$ cat config.mk
export PLATFORM = sky130hd
export DESIGN_NAME = nand_boot_loader
export DESIGN_NICKNAME = d
export VERILOG_FILES = /design/src/rtl/nbl_pkg.sv /design/src/rtl/nbl_strobe.sv /design/src/rtl/nbl_rb_watch.sv /design/src/rtl/nand_boot_loader.sv
export SDC_FILE = /design/constraint.sdc
export NUM_CORES = 1
export LEC_CHECK = 0
export BUFFER_PORTS_ARGS = -buffer_cell sky130_fd_sc_hd__buf_2
export CAP_MARGIN = 20
export CELL_PAD_IN_SITES_DETAIL_PLACEMENT = 2
export CELL_PAD_IN_SITES_GLOBAL_PLACEMENT = 2
export CORE_ASPECT_RATIO = 2
export CORE_MARGIN = 3
export CORE_UTILIZATION = 30
export DETAILED_ROUTE_END_ITERATION = 10
export PLACE_DENSITY_LB_ADDON = 0.05
export REMOVE_ABC_BUFFERS = 1
export SETUP_SLACK_MARGIN = 0.3
export SLEW_MARGIN = 25
export SYNTH_ARGS = -nofsm -noshare
export SYNTH_HDL_FRONTEND = slang
export SYNTH_HIERARCHICAL = 1
export SYNTH_SLANG_ARGS = --single-unit
$ cat constraint.sdc
create_clock -name clk -period 2.8 [get_ports clk]
set_input_delay 0.14 -clock clk [delete_from_list [all_inputs] [get_ports clk]]
set_output_delay 0.14 -clock clk [all_outputs]
set_load 0.005 [all_outputs]
$ cat src/rtl/nbl_pkg.sv
package nbl_pkg;

    typedef enum logic [2:0] {
        SEQ_START,
        SEQ_CMD,
        SEQ_ADDR,
        SEQ_BUSY,
        SEQ_READ,
        SEQ_DONE,
        SEQ_FAIL
    } seq_e;

    typedef enum logic [1:0] {
        PH_IDLE,
        PH_LOW,
        PH_HIGH
    } phase_e;

    typedef enum logic [1:0] {
        RB_WAIT_LO,
        RB_WAIT_HI,
        RB_READY,
        RB_TIMEOUT
    } rb_e;

    localparam logic [7:0] CMD_READ_AREA0 = 8'h00;
    localparam logic [7:0] COL_START      = 8'h00;
    localparam int         ADDR_BYTES     = 4;

endpackage

$ cat src/rtl/nbl_strobe.sv
module nbl_strobe
    import nbl_pkg::*;
#(
    parameter int HOLD = 2
) (
    input  logic clk,
    input  logic rst_n,
    input  logic go,
    output logic stb_n,
    output logic idle,
    output logic sample,
    output logic fin
);

    localparam int CW = (HOLD > 1) ? $clog2(HOLD) : 1;

    typedef struct packed {
        phase_e        ph;
        logic [CW-1:0] cnt;
    } stb_t;

    stb_t s_d, s_q;
    logic last_cyc;

    assign last_cyc = (s_q.cnt == CW'(HOLD - 1));

    always_comb begin
        s_d = s_q;
        case (s_q.ph)
            PH_IDLE: begin
                if (go) begin
                    s_d.ph  = PH_LOW;
                    s_d.cnt = '0;
                end
            end
            PH_LOW: begin
                if (last_cyc) begin
                    s_d.ph  = PH_HIGH;
                    s_d.cnt = '0;
                end else begin
                    s_d.cnt = s_q.cnt + CW'(1);
                end
            end
            PH_HIGH: begin
                if (last_cyc) begin
                    s_d.ph  = PH_IDLE;
                    s_d.cnt = '0;
                end else begin
                    s_d.cnt = s_q.cnt + CW'(1);
                end
            end
            default: begin
                s_d.ph  = PH_IDLE;
                s_d.cnt = '0;
            end
        endcase
    end

    always_ff @(posedge clk or negedge rst_n) begin
        if (!rst_n) s_q <= '{ph: PH_IDLE, cnt: '0};
        else        s_q <= s_d;
    end

    assign stb_n  = (s_q.ph != PH_LOW);
    assign idle   = (s_q.ph == PH_IDLE);
    assign sample = (s_q.ph == PH_LOW)  && last_cyc;
    assign fin    = (s_q.ph == PH_HIGH) && last_cyc;

endmodule

$ cat src/rtl/nbl_rb_watch.sv
module nbl_rb_watch
    import nbl_pkg::*;
#(
    parameter int LIMIT = 1000,
    parameter int SYNC  = 2
) (
    input  logic clk,
    input  logic rst_n,
    input  logic en,
    input  logic rb,
    output logic ready,
    output logic timeout
);

    localparam int CW = $clog2(LIMIT + 1);

    logic rb_s;

    generate
        if (SYNC <= 1) begin : g_sync1
            logic rb_q;
            always_ff @(posedge clk or negedge rst_n) begin
                if (!rst_n) rb_q <= 1'b1;
                else        rb_q <= rb;
            end
            assign rb_s = rb_q;
        end else begin : g_syncn
            logic [SYNC-1:0] chain_q;
            always_ff @(posedge clk or negedge rst_n) begin
                if (!rst_n) chain_q <= '1;
                else        chain_q <= {chain_q[SYNC-2:0], rb};
            end
            assign rb_s = chain_q[SYNC-1];
        end
    endgenerate

    typedef struct packed {
        rb_e           ph;
        logic [CW-1:0] cnt;
    } rbw_t;

    rbw_t w_d, w_q;
    logic expired;

    assign expired = (w_q.cnt == CW'(LIMIT - 1));

    always_comb begin
        w_d = w_q;
        if (!en) begin
            w_d.ph  = RB_WAIT_LO;
            w_d.cnt = '0;
        end else begin
            case (w_q.ph)
                RB_WAIT_LO: begin
                    if (!rb_s) begin
                        w_d.ph  = RB_WAIT_HI;
                        w_d.cnt = '0;
                    end else if (expired) begin
                        w_d.ph  = RB_TIMEOUT;
                    end else begin
                        w_d.cnt = w_q.cnt + CW'(1);
                    end
                end
                RB_WAIT_HI: begin
                    if (rb_s) begin
                        w_d.ph  = RB_READY;
                    end else if (expired) begin
                        w_d.ph  = RB_TIMEOUT;
                    end else begin
                        w_d.cnt = w_q.cnt + CW'(1);
                    end
                end
                default: w_d = w_q;
            endcase
        end
    end

    always_ff @(posedge clk or negedge rst_n) begin
        if (!rst_n) w_q <= '{ph: RB_WAIT_LO, cnt: '0};
        else        w_q <= w_d;
    end

    assign ready   = (w_q.ph == RB_READY);
    assign timeout = (w_q.ph == RB_TIMEOUT);

endmodule

$ cat src/rtl/nand_boot_loader.sv
module nand_boot_loader
    import nbl_pkg::*;
#(
    parameter int PAGES       = 8,
    parameter int PAGE_BYTES  = 512,
    parameter int STROBE_HOLD = 2,
    parameter int RB_LIMIT    = 1000,
    parameter int RB_SYNC     = 2
) (
    input  logic        clk,
    input  logic        rst_n,
    output logic [7:0]  nf_data_o,
    output logic        nf_data_oe,
    input  logic [7:0]  nf_data_i,
    output logic        nf_cle,
    output logic        nf_ale,
    output logic        nf_we_n,
    output logic        nf_re_n,
    output logic        nf_ce_n,
    input  logic        nf_rb,
    output logic        ram_we,
    output logic [11:0] ram_addr,
    output logic [7:0]  ram_wdata,
    output logic        cpu_release,
    output logic        load_error
);

    localparam int PAGE_W = $clog2(PAGES);
    localparam int COL_W  = $clog2(PAGE_BYTES);
    localparam int AW     = PAGE_W + COL_W;

    typedef struct packed {
        seq_e              st;
        logic [PAGE_W-1:0] page;
        logic [COL_W-1:0]  col;
        logic [1:0]        acyc;
        logic              ce_n;
        logic              cle;
        logic              ale;
        logic              oe;
        logic [7:0]        dout;
        logic              ram_we;
        logic [AW-1:0]     ram_addr;
        logic [7:0]        ram_wdata;
        logic              rel;
        logic              err;
    } seq_t;

    seq_t r_d, r_q;

    logic        stb_go, stb_n, stb_idle, stb_sample, stb_fin;
    logic        rb_en, rb_ready, rb_tmo;
    logic [23:0] row;

    assign row   = 24'(r_q.page);
    assign rb_en = (r_q.st == SEQ_BUSY);

    nbl_strobe #(.HOLD(STROBE_HOLD)) strobe_i (
        .clk    (clk),
        .rst_n  (rst_n),
        .go     (stb_go),
        .stb_n  (stb_n),
        .idle   (stb_idle),
        .sample (stb_sample),
        .fin    (stb_fin)
    );

    nbl_rb_watch #(.LIMIT(RB_LIMIT), .SYNC(RB_SYNC)) rbw_i (
        .clk     (clk),
        .rst_n   (rst_n),
        .en      (rb_en),
        .rb      (nf_rb),
        .ready   (rb_ready),
        .timeout (rb_tmo)
    );

    always_comb begin
        r_d        = r_q;
        r_d.ram_we = 1'b0;
        stb_go     = 1'b0;
        case (r_q.st)
            SEQ_START: begin
                r_d.ce_n = 1'b0;
                r_d.cle  = 1'b1;
                r_d.oe   = 1'b1;
                r_d.dout = CMD_READ_AREA0;
                r_d.st   = SEQ_CMD;
            end
            SEQ_CMD: begin
                stb_go = stb_idle;
                if (stb_fin) begin
                    r_d.cle  = 1'b0;
                    r_d.ale  = 1'b1;
                    r_d.acyc = 2'd0;
                    r_d.dout = COL_START;
                    r_d.st   = SEQ_ADDR;
                end
            end
            SEQ_ADDR: begin
                stb_go = stb_idle;
                if (stb_fin) begin
                    if (r_q.acyc == 2'(ADDR_BYTES - 1)) begin
                        r_d.ale = 1'b0;
                        r_d.oe  = 1'b0;
                        r_d.st  = SEQ_BUSY;
                    end else begin
                        r_d.acyc = r_q.acyc + 2'd1;
                        case (r_q.acyc)
                            2'd0:    r_d.dout = row[7:0];
                            2'd1:    r_d.dout = row[15:8];
                            default: r_d.dout = row[23:16];
                        endcase
                    end
                end
            end
            SEQ_BUSY: begin
                if (rb_tmo) begin
                    r_d.st = SEQ_FAIL;
                end else if (rb_ready) begin
                    r_d.col = '0;
                    r_d.st  = SEQ_READ;
                end
            end
            SEQ_READ: begin
                stb_go = stb_idle;
                if (stb_sample) begin
                    r_d.ram_we    = 1'b1;
                    r_d.ram_addr  = {r_q.page, r_q.col};
                    r_d.ram_wdata = nf_data_i;
                end
                if (stb_fin) begin
                    if (r_q.col == COL_W'(PAGE_BYTES - 1)) begin
                        r_d.col = '0;
                        if (r_q.page == PAGE_W'(PAGES - 1)) begin
                            r_d.st = SEQ_DONE;
                        end else begin
                            r_d.page = r_q.page + PAGE_W'(1);
                            r_d.cle  = 1'b1;
                            r_d.oe   = 1'b1;
                            r_d.dout = CMD_READ_AREA0;
                            r_d.st   = SEQ_CMD;
                        end
                    end else begin
                        r_d.col = r_q.col + COL_W'(1);
                    end
                end
            end
            SEQ_DONE: begin
                r_d.ce_n = 1'b1;
                r_d.rel  = 1'b1;
            end
            default: begin
                r_d.ce_n = 1'b1;
                r_d.cle  = 1'b0;
                r_d.ale  = 1'b0;
                r_d.oe   = 1'b0;
                r_d.err  = 1'b1;
            end
        endcase
    end

    always_ff @(posedge clk or negedge rst_n) begin
        if (!rst_n) begin
            r_q           <= '0;
            r_q.st        <= SEQ_START;
            r_q.ce_n      <= 1'b1;
        end else begin
            r_q <= r_d;
        end
    end

    assign nf_data_o   = r_q.dout;
    assign nf_data_oe  = r_q.oe;
    assign nf_cle      = r_q.cle;
    assign nf_ale      = r_q.ale;
    assign nf_ce_n     = r_q.ce_n;
    assign nf_we_n     = (r_q.st == SEQ_READ) ? 1'b1 : stb_n;
    assign nf_re_n     = (r_q.st == SEQ_READ) ? stb_n : 1'b1;
    assign ram_we      = r_q.ram_we;
    assign ram_addr    = 12'(r_q.ram_addr);
    assign ram_wdata   = r_q.ram_wdata;
    assign cpu_release = r_q.rel;
    assign load_error  = r_q.err;

endmodule

==> key figures <==
STA
  – Worst Max-Slew Pin Slew: 0.5400 ns
  – Slew HR: 64.00%
  – Final hold vios: 0
  – Clock skew: 0.009257 ns
  – Tmin final: 2.275 ns
  – Final hold slack: 0.02253 ns
  – Fmax: roughly 440 MHz
  – Setup TNS: 0 ns
  – Final Cycle Share: 81.26%
  – Unrepaired setup endpoints after global routing: false
  – Setup violators final: 0
  – Fin. max-slew vios: 0

Global routing
  – Number of global-route vias before repair: 2798
  – Antenna violations before repair: 0
  – All-layer global routing usage: 15.50%
  – First-pass GRT wire length: 14880 µm
  – Largest net degree at the start of global routing: 28
  – GRT overflow: 0

Floorplanning
  – Die area: about 0.013 mm²
  – Initial cell density of the core: 30.75%
  – Die height: 155.8 µm
  – Core Area: approximately 0.011 mm²
  – Rows: 54
  – Chip Width: between 80 and 90 µm
  – Io pins: 48

Routing
  – DR DRC count: 0
  – Met2 routed WL: 5272 µm
  – DR WL met3: 232 µm
  – DR WL/cell: roughly 18 µm
  – 1st-iter DRT viols: 66
  – Drt pass-1 iters: 4
  – Final WL: 8734 µm
  – Highest Signal Layer: met4
  – Via count: 2494
  – Vias per cell: 5.038
  – Metal-1 WL: slightly above 3000 µm
  – ANT nets after route: 0

Layout
  – # diodes: 0
  – Most common cell after layout, fill and taps aside: dfrtp_1
  – Nets: 369
  – Fin cells: 495
  – Commonest cells after routing, fill and taps aside: dfrtp_1 (61), buf_2 (42), mux2_1 (22)
  – Finished Cell Area: just under 0.004 mm²
  – Share of cells above drive strength 1: 23.66%
  – Area delta synth->final: 17.32%

Worst setup path
  – Slowest CP cell: dfrtp_1
  – Critical Path Fanout Max: 5
  – Cell Chain, Critical Path: ha_1 > and3_1 > nand3_1 > nor2_2 > ha_1 > or3b_1 > a21oi_2 > o2bb2ai_2 > mux2i_1
  – Setup crit end: nf_data_o[1]
  – Critical Path Source: r_q[38]
  – Worst EP required: 3.00 ns
  – CP Class: reg2reg
  – Largest stage delay, worst path: 0.40 ns
  – CP endpoint kind: register
  – CP dominant cell by count: ha_1
  – R2R setup slack: 0.52 ns
  – CP arrival: ~2.5 ns
  – Reg2Reg Launch Point: r_q[38]
  – Reg-to-reg endpoint: nf_data_o[1]
  – R2R depth: 9
  – Critical Path Start Type: register

Clocking
  – TritonCTS buffer count: 9
  – TritonCTS clock tree: done
  – Root Driver: clkbuf_16
  – Clk Latency, worst-skew pair: 0.33 ns
  – Clock transition at path regs: 0.06 ns
  – Clock tree buffer depth: 2
  – Max H-tree Level: 3
  – Sink Count: 64

Power and ir drop
  – PwrDens: about 900 mW/mm²
  – Total power: 3.465 mW
  – Leak Pwr: ~1.9 nW
  – Worst vdd rail ir drop: 0.0003173 V

Synthesis
  – Number of synthesized flops with an enable pin: 0
  – Post-Synth XOR/XNOR Area: roughly 1.6%
  – Post-synthesis mux area share: under 10%
  – Synth warn: 6
  – Post-Synth Adder-Cell Area: 2.974%
  – Largest family of logic cells by synthesized area: simple AND/OR/NAND/NOR gates
  – Compound-Gate Fraction of Synth Area: 13.01%
  – Sequential area share after synthesis: a little under half
  – Leading post-synthesis cells by cell area: dfrtp_1 (45%), mux2_1 (7.4%), buf_4 (6.2%)
  – Leading area contributor after synthesis: dfrtp_1
  – Simple-gate portion of the synthesized area: 16.36%
  – Synth Instances: ~320
  – Synthesized area: between 0.003 and 0.004 mm²
  – Synth Flop Type: dfrtp_1
  – Cell variety after synth: 60
  – Post-synthesis average cell area: 10.62 µm²
  – Async S/R FF share, synth: between 90% and 100%
  – Top cell type's share of synthesized area: 45.35%
  – Synthesis-stage register bit count: 64

Placement
  – Final HPWL DP: 6722 µm
  – Final GP Congestion: between 0.7 and 0.8
  – # port buffers: 42
  – DP Area: 0.003570 mm²
  – Cells after DPL: ~480

Status
  – Status: complete, no violations

Min path
  – Worst min-delay path class: in2reg

Run
  – MaxCap Viol Count: 0
==> layer usage <==
metal / GRT usage, % / vias up
li1: - / 1160
met1: 15.48 / 1285
met2: 29.97 / 40
met3: 2.948 / 9
met4: 6.285 / 0
met5: 0 / -
==> sequential cells by signal, summed over array words and instances (netlist names), 2 cells and up <==
signal	flops
rbw_i/g_syncn.chain_q	2
nf_data_o	3
strobe_i/s_q	2
rbw_i/w_q	12
ram_wdata	8
r_q	17
ram_addr	12
==> what timing repair did <==
action                     CTS  global route
gates resized for setup      0             2
hold endpoints to repair    18             0
setup buffers                0             1
setup endpoints to repair    0             3
hold buffers                 2             0
==> cell usage after synthesis (all sizes together) (2+ instances only) <==
cell type  number
and3            6
a22o            5
nand4           4
nand3b          2
nor3b           2
mux2i           4
a211oi          4
mux2           23
buf            32
dfstp           3
clkbuf          4
a21o            4
nor2b          11
o22ai           2
a21oi          16
nand2b          7
a31oi           4
nor2           16
o21a            2
inv            14
or3b            2
dfrtp          61
xnor2           5
o21ai          20
nand2          17
nand4b          2
or3             5
o2bb2ai         2
nand3           5
ha              8
nor3            8
and2            3
==> cell type report <==
cell class / count / area [µm²]
multi-input combinational: 207 / 1465
inverter: 14 / 52.55
clock buffer: 10 / 229.0
timing repair buffer: 54 / 305.3
sequential: 64 / 1605
fill: 1241 / 6997
clock inverter: 6 / 116.4
tap: 140 / 175.2
==> report_power, final <==
part           internal (mW)  switching [mW]
Combinational          0.406           0.575
Sequential              1.05           0.122
Clock                  0.876           0.436
==> worst max-delay path, delay by kind of cell (launching register included) <==
family | cells | cell delay (ns)
and+or+nand+nor | 4 | 0.90
adders and majority gates | 2 | 0.41
AOI/OAI and AO/OA | 2 | 0.28
muxes | 1 | 0.15
DFF | 1 | 0.40
==> how the worst min path moves through the flow <==
stage,start,endpoint,slack (ns),cells past startpoint
finish,nf_data_i[3],ram_wdata[3],0.02,2
global route,nf_data_i[1],ram_wdata[1],0.02,2
CTS,nf_data_i[3],ram_wdata[3],0.007,2
detailed placement,rst_n,ram_wdata[0],0.14,1
global placement,rst_n,ram_wdata[0],0.15,1
floorplan,rst_n,cpu_release,-0.16,0
==> kinds of logic (layout without fill, tap and decap cells) <==
| logic type | count (synthesis) | count (layout) |
|---|---|---|
| simple gates | 94 | 94 |
| flops | 64 | 64 |
| xor+xnor | 6 | 6 |
| buf+inv | 50 | 84 |
| mux | 27 | 27 |
| compound gates | 67 | 67 |
| fa+ha+maj | 8 | 8 |
| other cells | 1 | 5 |
==> metrics by stage <==
step | setup WS, ns | util, %
floorplan | 0.7785 | -
global placement | 0.5387 | 32.61
detailed placement | 0.4944 | 32.61
CTS | 0.4751 | 35.95
global route | 0.3049 | 36.08
finish | 0.5246 | 36.08
No activity file was read; power rests on OpenSTA's default activity.
